### src/rtl/thr_pkg.sv
package thr_pkg;
  typedef enum logic [1:0] {
    CLS_WITHIN = 2'd0,
    CLS_ABOVE  = 2'd1,
    CLS_BELOW  = 2'd2
  } cls_e;
endpackage

### src/rtl/thr_compare.sv
module thr_compare
  import thr_pkg::*;
#(
  parameter int DW = 16
) (
  input  logic [DW-1:0] data_i,
  input  logic [DW-1:0] hi_i,
  input  logic [DW-1:0] lo_i,
  output cls_e          cls_o
);
  logic over_w, under_w;

  assign over_w  = data_i > hi_i;
  assign under_w = data_i < lo_i;

  // upper excursion wins when the band is inverted
  always_comb begin
    if (over_w)       cls_o = CLS_ABOVE;
    else if (under_w) cls_o = CLS_BELOW;
    else              cls_o = CLS_WITHIN;
  end
endmodule

### src/rtl/thr_fault_qual.sv
module thr_fault_qual
  import thr_pkg::*;
#(
  parameter int FCW = 2
) (
  input  logic           clk,
  input  logic           rst_n,
  input  logic           acc_i,
  input  cls_e           cls_i,
  input  logic [FCW-1:0] fsel_i,
  output logic           qual_o,
  output cls_e           qual_cls_o
);
  localparam int MAXN = 1 << ((1 << FCW) - 1);
  localparam int CNTW = $clog2(MAXN + 1);

  logic [CNTW-1:0] cnt_q, cnt_nxt, need_w;
  cls_e            last_q, last_nxt;

  assign need_w = CNTW'(1) << fsel_i;

  always_comb begin
    cnt_nxt  = cnt_q;
    last_nxt = last_q;
    if (acc_i) begin
      if (cls_i == CLS_WITHIN) begin
        cnt_nxt  = '0;
        last_nxt = CLS_WITHIN;
      end else if (cls_i == last_q) begin
        cnt_nxt = (cnt_q == CNTW'(MAXN)) ? cnt_q : cnt_q + CNTW'(1);
      end else begin
        cnt_nxt  = CNTW'(1);
        last_nxt = cls_i;
      end
    end
  end

  assign qual_o     = acc_i && (cls_i != CLS_WITHIN) && (cnt_nxt >= need_w);
  assign qual_cls_o = cls_i;

  always_ff @(posedge clk or negedge rst_n) begin
    if (!rst_n) begin
      cnt_q  <= '0;
      last_q <= CLS_WITHIN;
    end else begin
      cnt_q  <= cnt_nxt;
      last_q <= last_nxt;
    end
  end

  AST_WITHIN_RESETS_RUN: assert property (@(posedge clk) disable iff (!rst_n)
    (acc_i && cls_i == CLS_WITHIN) |=> (cnt_q == '0));

  AST_QUAL_NEEDS_RUN: assert property (@(posedge clk) disable iff (!rst_n)
    (qual_o && need_w != CNTW'(1)) |-> (last_q == cls_i));
endmodule

### src/rtl/thr_report.sv
module thr_report
  import thr_pkg::*;
(
  input  logic clk,
  input  logic rst_n,
  input  logic acc_i,
  input  logic qual_i,
  input  cls_e qual_cls_i,
  input  logic latch_i,
  input  logic clr_i,
  output logic fh_o,
  output logic fl_o,
  output logic act_o
);
  logic fh_n, fl_n, act_n;

  always_comb begin
    fh_n  = fh_o;
    fl_n  = fl_o;
    act_n = act_o;
    if (latch_i) begin
      if (clr_i) begin
        fh_n  = 1'b0;
        fl_n  = 1'b0;
        act_n = 1'b0;
      end
      if (qual_i) begin
        act_n = 1'b1;
        if (qual_cls_i == CLS_ABOVE) fh_n = 1'b1;
        else                         fl_n = 1'b1;
      end
    end else if (qual_i) begin
      if (qual_cls_i == CLS_ABOVE) begin
        fh_n  = 1'b1;
        fl_n  = 1'b0;
        act_n = 1'b1;
      end else begin
        fh_n  = 1'b0;
        fl_n  = 1'b1;
        act_n = 1'b0;
      end
    end
  end

  always_ff @(posedge clk or negedge rst_n) begin
    if (!rst_n) begin
      fh_o  <= 1'b0;
      fl_o  <= 1'b0;
      act_o <= 1'b0;
    end else begin
      fh_o  <= fh_n;
      fl_o  <= fl_n;
      act_o <= act_n;
    end
  end

  AST_IDLE_STABLE: assert property (@(posedge clk) disable iff (!rst_n)
    (!acc_i && !(latch_i && clr_i)) |=> $stable({fh_o, fl_o, act_o}));

  AST_FOLLOW_ONEHOT: assert property (@(posedge clk) disable iff (!rst_n)
    (qual_i && !latch_i) |=> ($countones({fh_o, fl_o}) == 1));

  AST_HOLD_KEEPS: assert property (@(posedge clk) disable iff (!rst_n)
    (latch_i && !clr_i && fh_o) |=> fh_o);

  AST_CLEAR_WINS_EMPTY: assert property (@(posedge clk) disable iff (!rst_n)
    (latch_i && clr_i && !qual_i) |=> (!fh_o && !fl_o && !act_o));
endmodule

### src/rtl/thr_irq_cmp.sv
module thr_irq_cmp
  import thr_pkg::*;
#(
  parameter int DW  = 16,
  parameter int FCW = 2
) (
  input  logic           clk,
  input  logic           rst_n,
  input  logic           res_valid,
  output logic           res_ready,
  input  logic [DW-1:0]  res_data,
  input  logic [DW-1:0]  lim_hi,
  input  logic [DW-1:0]  lim_lo,
  input  logic           latch_mode,
  input  logic [FCW-1:0] fault_sel,
  input  logic           int_pol,
  input  logic           clr,
  output logic           irq,
  output logic           flag_hi,
  output logic           flag_lo,
  output logic           alert_ok
);
  logic rdy_q, acc_w, qual_w, act_w;
  cls_e cls_w, qcls_w;

  always_ff @(posedge clk or negedge rst_n) begin
    if (!rst_n) rdy_q <= 1'b0;
    else        rdy_q <= 1'b1;
  end

  assign res_ready = rdy_q;
  assign acc_w     = res_valid && rdy_q;

  thr_compare #(.DW(DW)) u_cmp (
    .data_i (res_data),
    .hi_i   (lim_hi),
    .lo_i   (lim_lo),
    .cls_o  (cls_w)
  );

  thr_fault_qual #(.FCW(FCW)) u_qual (
    .clk        (clk),
    .rst_n      (rst_n),
    .acc_i      (acc_w),
    .cls_i      (cls_w),
    .fsel_i     (fault_sel),
    .qual_o     (qual_w),
    .qual_cls_o (qcls_w)
  );

  thr_report u_rep (
    .clk        (clk),
    .rst_n      (rst_n),
    .acc_i      (acc_w),
    .qual_i     (qual_w),
    .qual_cls_i (qcls_w),
    .latch_i    (latch_mode),
    .clr_i      (clr),
    .fh_o       (flag_hi),
    .fl_o       (flag_lo),
    .act_o      (act_w)
  );

  assign irq      = int_pol ? act_w : ~act_w;
  assign alert_ok = latch_mode && act_w;

  AST_NOT_READY_NO_CHANGE: assert property (@(posedge clk) disable iff (!rst_n)
    (!res_ready && !(latch_mode && clr)) |=> $stable({flag_hi, flag_lo}));
endmodule

### config.mk
export PLATFORM = sky130hd
export DESIGN_NAME = thr_irq_cmp
export DESIGN_NICKNAME = d
export VERILOG_FILES = /design/src/rtl/thr_pkg.sv /design/src/rtl/thr_compare.sv /design/src/rtl/thr_fault_qual.sv /design/src/rtl/thr_report.sv /design/src/rtl/thr_irq_cmp.sv
export SDC_FILE = /design/constraint.sdc
export NUM_CORES = 1
export LEC_CHECK = 0
export BUFFER_PORTS_ARGS = -buffer_cell sky130_fd_sc_hd__buf_2
export CORE_ASPECT_RATIO = 0.8
export CORE_UTILIZATION = 25
export DETAILED_ROUTE_END_ITERATION = 8
export GPL_TIMING_DRIVEN = 0
export PLACE_DENSITY = 0.56
export SLEW_MARGIN = 20
export SYNTH_ARGS = -nofsm -noshare
export SYNTH_HDL_FRONTEND = slang
export SYNTH_SLANG_ARGS = --single-unit
### constraint.sdc
create_clock -name clk -period 3.53 [get_ports clk]
set_input_delay 0.353 -clock clk [delete_from_list [all_inputs] [get_ports clk]]
set_output_delay 0.353 -clock clk [all_outputs]
set_load 0.05 [all_outputs]
-- After elaboration in Yosys (flattened, before gate mapping)
Cells that the tools add are included.
- flip-flop bits (word level): 10
- input port bits: 56
- output and inout bits: 5
- word-level logic and storage cells: 50
- add/sub/neg operators: 1
- order comparisons: 3
- equal/unequal tests: 4
- shift operators: 1
- muxes and demuxes: 24
- bitwise operators: 1
- reductions and logical operators: 10
- operator list (operator ; number):
    16-bit greater-than comparator ; 1
    16-bit < comparator ; 1
    1-bit 2-to-1 mux ; 16
    4-bit 2-to-1 mux ; 4
    2-bit 2-to-1 mux ; 4
    2-bit nonzero test ; 3
    4-bit by 1-bit adder with 4-bit output (second input constant) ; 1
    4-bit equality test (second input constant) ; 1
    4-bit >= comparator ; 1
    1-bit logical AND ; 4
    2-bit AND reduction ; 2
    1-bit by 2-bit left shift with 4-bit output (first input constant) ; 1
    2-bit by 1-bit equality test with 1-bit output (second input constant) ; 1
    2-bit equality test ; 1
    2-bit zero test ; 1
    2-bit by 1-bit inequality test with 1-bit output (second input constant) ; 1
    1-bit inverter ; 1

-- Longest topological paths before layout
- depth in word-level cells: 11
- depth in mapped cells: 15
- mapped depth without buffers: 15

-- Modules after synthesis
Synthesis repeated with hierarchy kept, for this count alone.
- cell total of the unflattened synthesis: 179
- area total of the unflattened synthesis: 1432.6 sq um
- modules (own cells, without submodules) (module ; times used ; cells an instance ; area each (sq um) ; seq. area each (sq um)):
    thr_compare ; 1 ; 109 ; 775.7 ; 0.0
    thr_fault_qual ; 1 ; 52 ; 476.7 ; 150.1
    thr_report ; 1 ; 13 ; 130.1 ; 75.1
    thr_irq_cmp ; 1 ; 5 ; 50.0 ; 25.0

-- Worst setup path after synthesis
Ideal clock, no wire load.
- path type: input to register
- from: input lim_hi[14]
- to: register u_rep.fl_o
- setup time: 0.120 ns
- arrival time: 3.024 ns
- required time: 3.410 ns
- path slack: 0.385 ns
- stages: 15
- buffers on the path: 0
- cell sequence: inv_1 -> ha_1 -> nand4_2 -> nor4_1 -> a21boi_2 -> o31a_4 -> mux2i_1 -> mux2i_1 -> ha_1 -> nand2b_1 -> a21o_1 -> a21o_1 -> a21oi_1 -> nor4_1 -> a31o_2
- longest elaborated chain between the ends: 10
- elaborated cells on any way between the ends: 18
- classes of those cells: order compare (2); eq/ne (2); mux (9); reduce/logical (5)
- RTL lines (what ; RTL line ; text):
    start, declared ; thr_irq_cmp.sv:12 ; input logic [DW-1:0] lim_hi,
    16-bit greater-than comparator (*) ; thr_compare.sv:13 ; assign over_w = data_i > hi_i;
    2-bit 2-to-1 mux (*) ; thr_compare.sv:18 ; if (over_w) cls_o = CLS_ABOVE;
    2-bit equality test ; thr_fault_qual.sv:29 ; end else if (cls_i == last_q) begin
    4-bit 2-to-1 mux ; thr_fault_qual.sv:29 ;
    4-bit 2-to-1 mux ; thr_fault_qual.sv:26 ; if (cls_i == CLS_WITHIN) begin
    4-bit 2-to-1 mux ; thr_fault_qual.sv:25 ; if (acc_i) begin
    4-bit >= comparator ; thr_fault_qual.sv:38 ; assign qual_o = acc_i && (cls_i != CLS_WITHIN) && (cnt_nxt >= need_w);
    1-bit logical AND ; thr_fault_qual.sv:38 ;
    1-bit 2-to-1 mux ; thr_report.sv:27 ; if (qual_i) begin
    1-bit 2-to-1 mux ; thr_report.sv:21 ; if (latch_i) begin
    end signal, assigned ; thr_report.sv:52 ; fl_o <= fl_n;
    end, declared ; thr_report.sv:12 ; output logic fl_o,
Mark *: on every way between the ends. The rest lies on a longest branch, timed or not. The select of a mux whose other input is x is not followed.
A chain may end at the register's enable or synchronous reset.

-- Worst setup path in the final report
- from: input res_data[15]
- to: register u_rep.fl_o
- longest elaborated chain between the ends: 11
- elaborated cells on any way between the ends: 20
- classes of those cells: order compare (3); eq/ne (2); mux (10); reduce/logical (5)
- RTL lines (what ; RTL line ; text):
    start, declared ; thr_irq_cmp.sv:11 ; input logic [DW-1:0] res_data,
    16-bit < comparator ; thr_compare.sv:14 ; assign under_w = data_i < lo_i;
    2-bit 2-to-1 mux ; thr_compare.sv:19 ; else if (under_w) cls_o = CLS_BELOW;
    2-bit 2-to-1 mux (*) ; thr_compare.sv:18 ;
    2-bit equality test ; thr_fault_qual.sv:29 ;
    4-bit 2-to-1 mux ; thr_fault_qual.sv:29 ;
    4-bit 2-to-1 mux ; thr_fault_qual.sv:26 ;
    4-bit 2-to-1 mux ; thr_fault_qual.sv:25 ;
    4-bit >= comparator ; thr_fault_qual.sv:38 ;
    1-bit logical AND ; thr_fault_qual.sv:38 ;
    1-bit 2-to-1 mux ; thr_report.sv:27 ;
    1-bit 2-to-1 mux ; thr_report.sv:21 ;
Marked as above.

==> flow_summary_export.csv <==
group,metric,value,unit
run_status,outcome,"complete, no violations",
critical_path,setup.worst_path.end_class,"register",
clock_network,cts-root-to-sink-buffers,2,
sta,unrepaired_setup_endpoints_after_global_routing,"false",
clock_network,clk_lat_worst_skew,0.24,ns
placement,place_worst_setup_slack,-0.152,ns
placement,place.detailed.hpwl,3050,microns
grt,gr-usage-all-layers,11.1,%
pwr,vdd.ir_drop.worst,0.329,mV
sta,setup-violations-final,0,
layout,mostFrequentLayoutCell,"buf_2",
clock_network,cts.htree.levels,1,
min_path,hold_path.class,"input port to register",
sta,final_max_slew_viol_count,0,
clock_network,tritoncts_clock_tree,"built",
sta,hold_violations,0,
clock_network,cts_buffers,3,
floorplanning,initial_core_utilization,26.4,%
route,post_dr_wirelength_cell,10.8,microns
sta,final_period_minus_worst_setup_slack,3.33,ns
critical_path,cell_family_with_most_cp_delay,"compound AO/OA/AOI/OAI gates",
critical_path,path_buf_inv,1,
grt,grt_pass1_wl,5640,microns
floorplanning,die_w,87.7,microns
grt,grt_max_degree,11,
synth,yosys.cell_types.count,40,
critical_path,worst_setup_path_start_kind,"input port",
sta,min_period_over_period,94.3,%
pwr,powerDensity,306,mW/mm^2
critical_path,cp.required,3.66,ns
synth,synth-seq-area-share,17.0,%
sta,achievable-frequency,300,MHz
route,remaining_drc_errors,0,
route,post_route_antenna_net_violation_count,0,
route,drt-vias-per-instance,4.46,
grt,grt_antenna_before_repair,0,
layout,drive_above_1_share,31.8,%
critical_path,critPathKind,"input port to register",
route,vias,1426,
route,first_pass_iters,4,
placement,placed_cells_incl_taps,315,
critical_path,timing.critical_path.slowest_stage_cell,"nor4_4",
pwr,p_total,0.596,mW
sta,timing.clock.skew,0.00646,ns
critical_path,largest_fanout_on_the_critical_path,7,
critical_path,ordered_cell_list_for_the_critical_path,"buf_2 > ha_1 > nand4_2 > nor4_4 > a21boi_2 > o31a_4 > mux2i_1 > mux2i_1 > ha_1 > nand2b_1 > a21o_1 > a21o_1 > a21oi_1 > nor4_1 > a31o_2",
grt,globalRouteOverflowTotal,0,
layout,antenna_cells,0,
synth,synth_cells,177,
clock_network,clk_pin_slew,0.05,ns
flow_run,number_of_max_cap_violations,0,
layout,final_cells,320,
synth,mappedNetlistArea,0.00147,sq mm
synth,ys.warnings.count,0,
synth,synthesis.area_per_instance,8.30,sq um
sta,final.setup.worst_slack,0.199,ns
layout,syn2layout_area_growth,32.5,%
critical_path,arrival,3.46,ns
clock_network,tritoncts_num_sinks,10,
layout,mostFrequentLayoutCells,"buf_2, ha_1, inv_1, nand2_1, a21oi_1",
route,detail_route.iter0.violations,40,
pwr,power_leakage,1.10,nW
floorplanning,area_of_the_die,0.00619,sq mm
placement,io_port_bufs,60,
placement,place_congestion,0.747,
grt,grt_pass1_vias,1354,
clock_network,cts_root_buf,"clkbuf_8",
critical_path,cp_slowest_stage_delay,0.34,ns
floorplanning,design.portCount,61,
floorplanning,die_height,70.6,microns
synth,postSynthRegisterBits,10,
synth,synthesis.nets,270,
route,finalWirelength,3470,microns
floorplanning,core,0.00556,sq mm
floorplanning,row_count,24,
layout,nets,336,
==> state kept, by name, indices dropped and copies added (netlist names) <==
register / count
res_ready: 1
u_qual.cnt_q: 4
u_qual.last_q: 2
u_rep.act_o: 1
u_rep.fh_o: 1
u_rep.fl_o: 1
==> power by group <==
part | switching, mW | internal (mW)
registers | 0.0223 | 0.137
clock network | 0.0463 | 0.0981
logic | 0.163 | 0.129
total | 0.232 | 0.365
==> cell families (layout without fill, tap and decap cells) <==
| kind of cell | after synthesis | after routing | synth area share, % |
|---|---|---|---|
| AO/OA/AOI/OAI | 37 | 37 | 18.7 |
| flip-flops | 10 | 10 | 17.0 |
| other | 1 | 1 | 0.255 |
| AND/OR/NAND/NOR | 50 | 50 | 18.2 |
| multiplexers | 5 | 5 | 4.17 |
| XOR/XNOR | 2 | 2 | 1.19 |
| buffers and inverters | 35 | 100 | 8.94 |
| adder cells (fa/ha/maj) | 37 | 37 | 31.5 |
==> repair_timing <==
item,CTS,global route
hold endpoints to repair,10,0
endpoints found under the setup margin,0,3
gates resized for setup,0,2
hold buffers,1,0
buffers inserted,0,0
==> worst register-to-register path, stage by stage (launching register included) <==
cell	delay, ns
dfrtp_1	0.44
inv_1	0.09
ha_1	0.16
nand3b_1	0.09
xnor2_1	0.15
nand2_1	0.07
nand3_1	0.07
mux2i_1	0.24
mux2i_1	0.13
ha_1	0.29
nand2b_1	0.14
a21o_1	0.17
a21o_1	0.18
a21oi_1	0.24
nor4_1	0.07
a31o_2	0.23
==> cell usage after synthesis, drive strengths merged <==
cell type   n  area [sq um]
and4        2          17.5
o21a        1          7.51
dfrtp      10           250
nor2        3          11.3
o31ai       1          7.51
nand3b      1          7.51
nand4b      1          8.76
nor2b       3          18.8
mux2        3          41.3
nand4       4          31.3
o22ai       1          12.5
nor3        1          5.00
a31o        1          8.76
nor4        3          18.8
nand2b      5          31.3
and2        2          12.5
and3        1          6.26
nand3       7          35.0
a21oi      12          63.8
inv        34           128
xnor2       2          17.5
clkinv      1          3.75
mux2i       2          20.0
a2111oi     2          17.5
a221oi      2          17.5
nand2      17          63.8
a21boi      1          11.3
o21ai       7          42.5
conb        1          3.75
a21o        5          37.5
ha         37           463
a221o       1          10.0
o31a        2          26.3
o32a        1          11.3
==> final timing paths <==
check	startpoint	end	slack, ns	depth (start not counted)
max in group asynchronous	rst_n	u_qual.cnt_q[2]$_DFF_PN0_	2.83	2
worst max register to register	u_qual.cnt_q[0]$_DFF_PN0_	u_rep.fl_o$_DFFE_PN0P_	0.67	15
min in group asynchronous	rst_n	res_ready$_DFF_PN0_	0.50	2
worst max-delay path	res_data[15]	u_rep.fl_o$_DFFE_PN0P_	0.20	15
worst min register to register	u_qual.last_q[1]$_DFFE_PN0P_	u_qual.last_q[1]$_DFFE_PN0P_	0.50	2
worst min-delay path	clr	u_rep.fh_o$_DFFE_PN0P_	0.45	4
==> metrics by stage <==
step	setup TNS [ns]	hold slack, ns	util [%]	cell area [sq um]
floorplan	0	0.0574	-	1470
global placement	-0.169	0.232	33.6	1870
global route	0	0.509	35.0	1950
finish	0	0.455	35.0	1950
CTS	0	0.453	34.8	1930
detailed placement	-0.327	0.234	33.6	1870
==> per-layer routing <==
| layer | vias to the layer above | part of all wire (%) | global-route usage, % |
|---|---|---|---|
| li1 | 757 | - | - |
| met5 | - | 0 | 0 |
| met3 | 2 | 4.4 | 1.98 |
| met1 | 628 | 53 | 16.2 |
| met2 | 39 | 42 | 17.6 |
| met4 | 0 | 0.29 | 1.09 |
==> area by class of cell <==
| class | instances | area (sq um) |
|---|---|---|
| clock buffer | 4 | 55.1 |
| fill | 592 | 3610 |
| inverter | 35 | 131 |
| multi-input combinational | 132 | 1100 |
| sequential | 10 | 250 |
| tap | 78 | 97.6 |
| timing repair buffer | 61 | 310 |
Power figures use the tool's default switching activity.
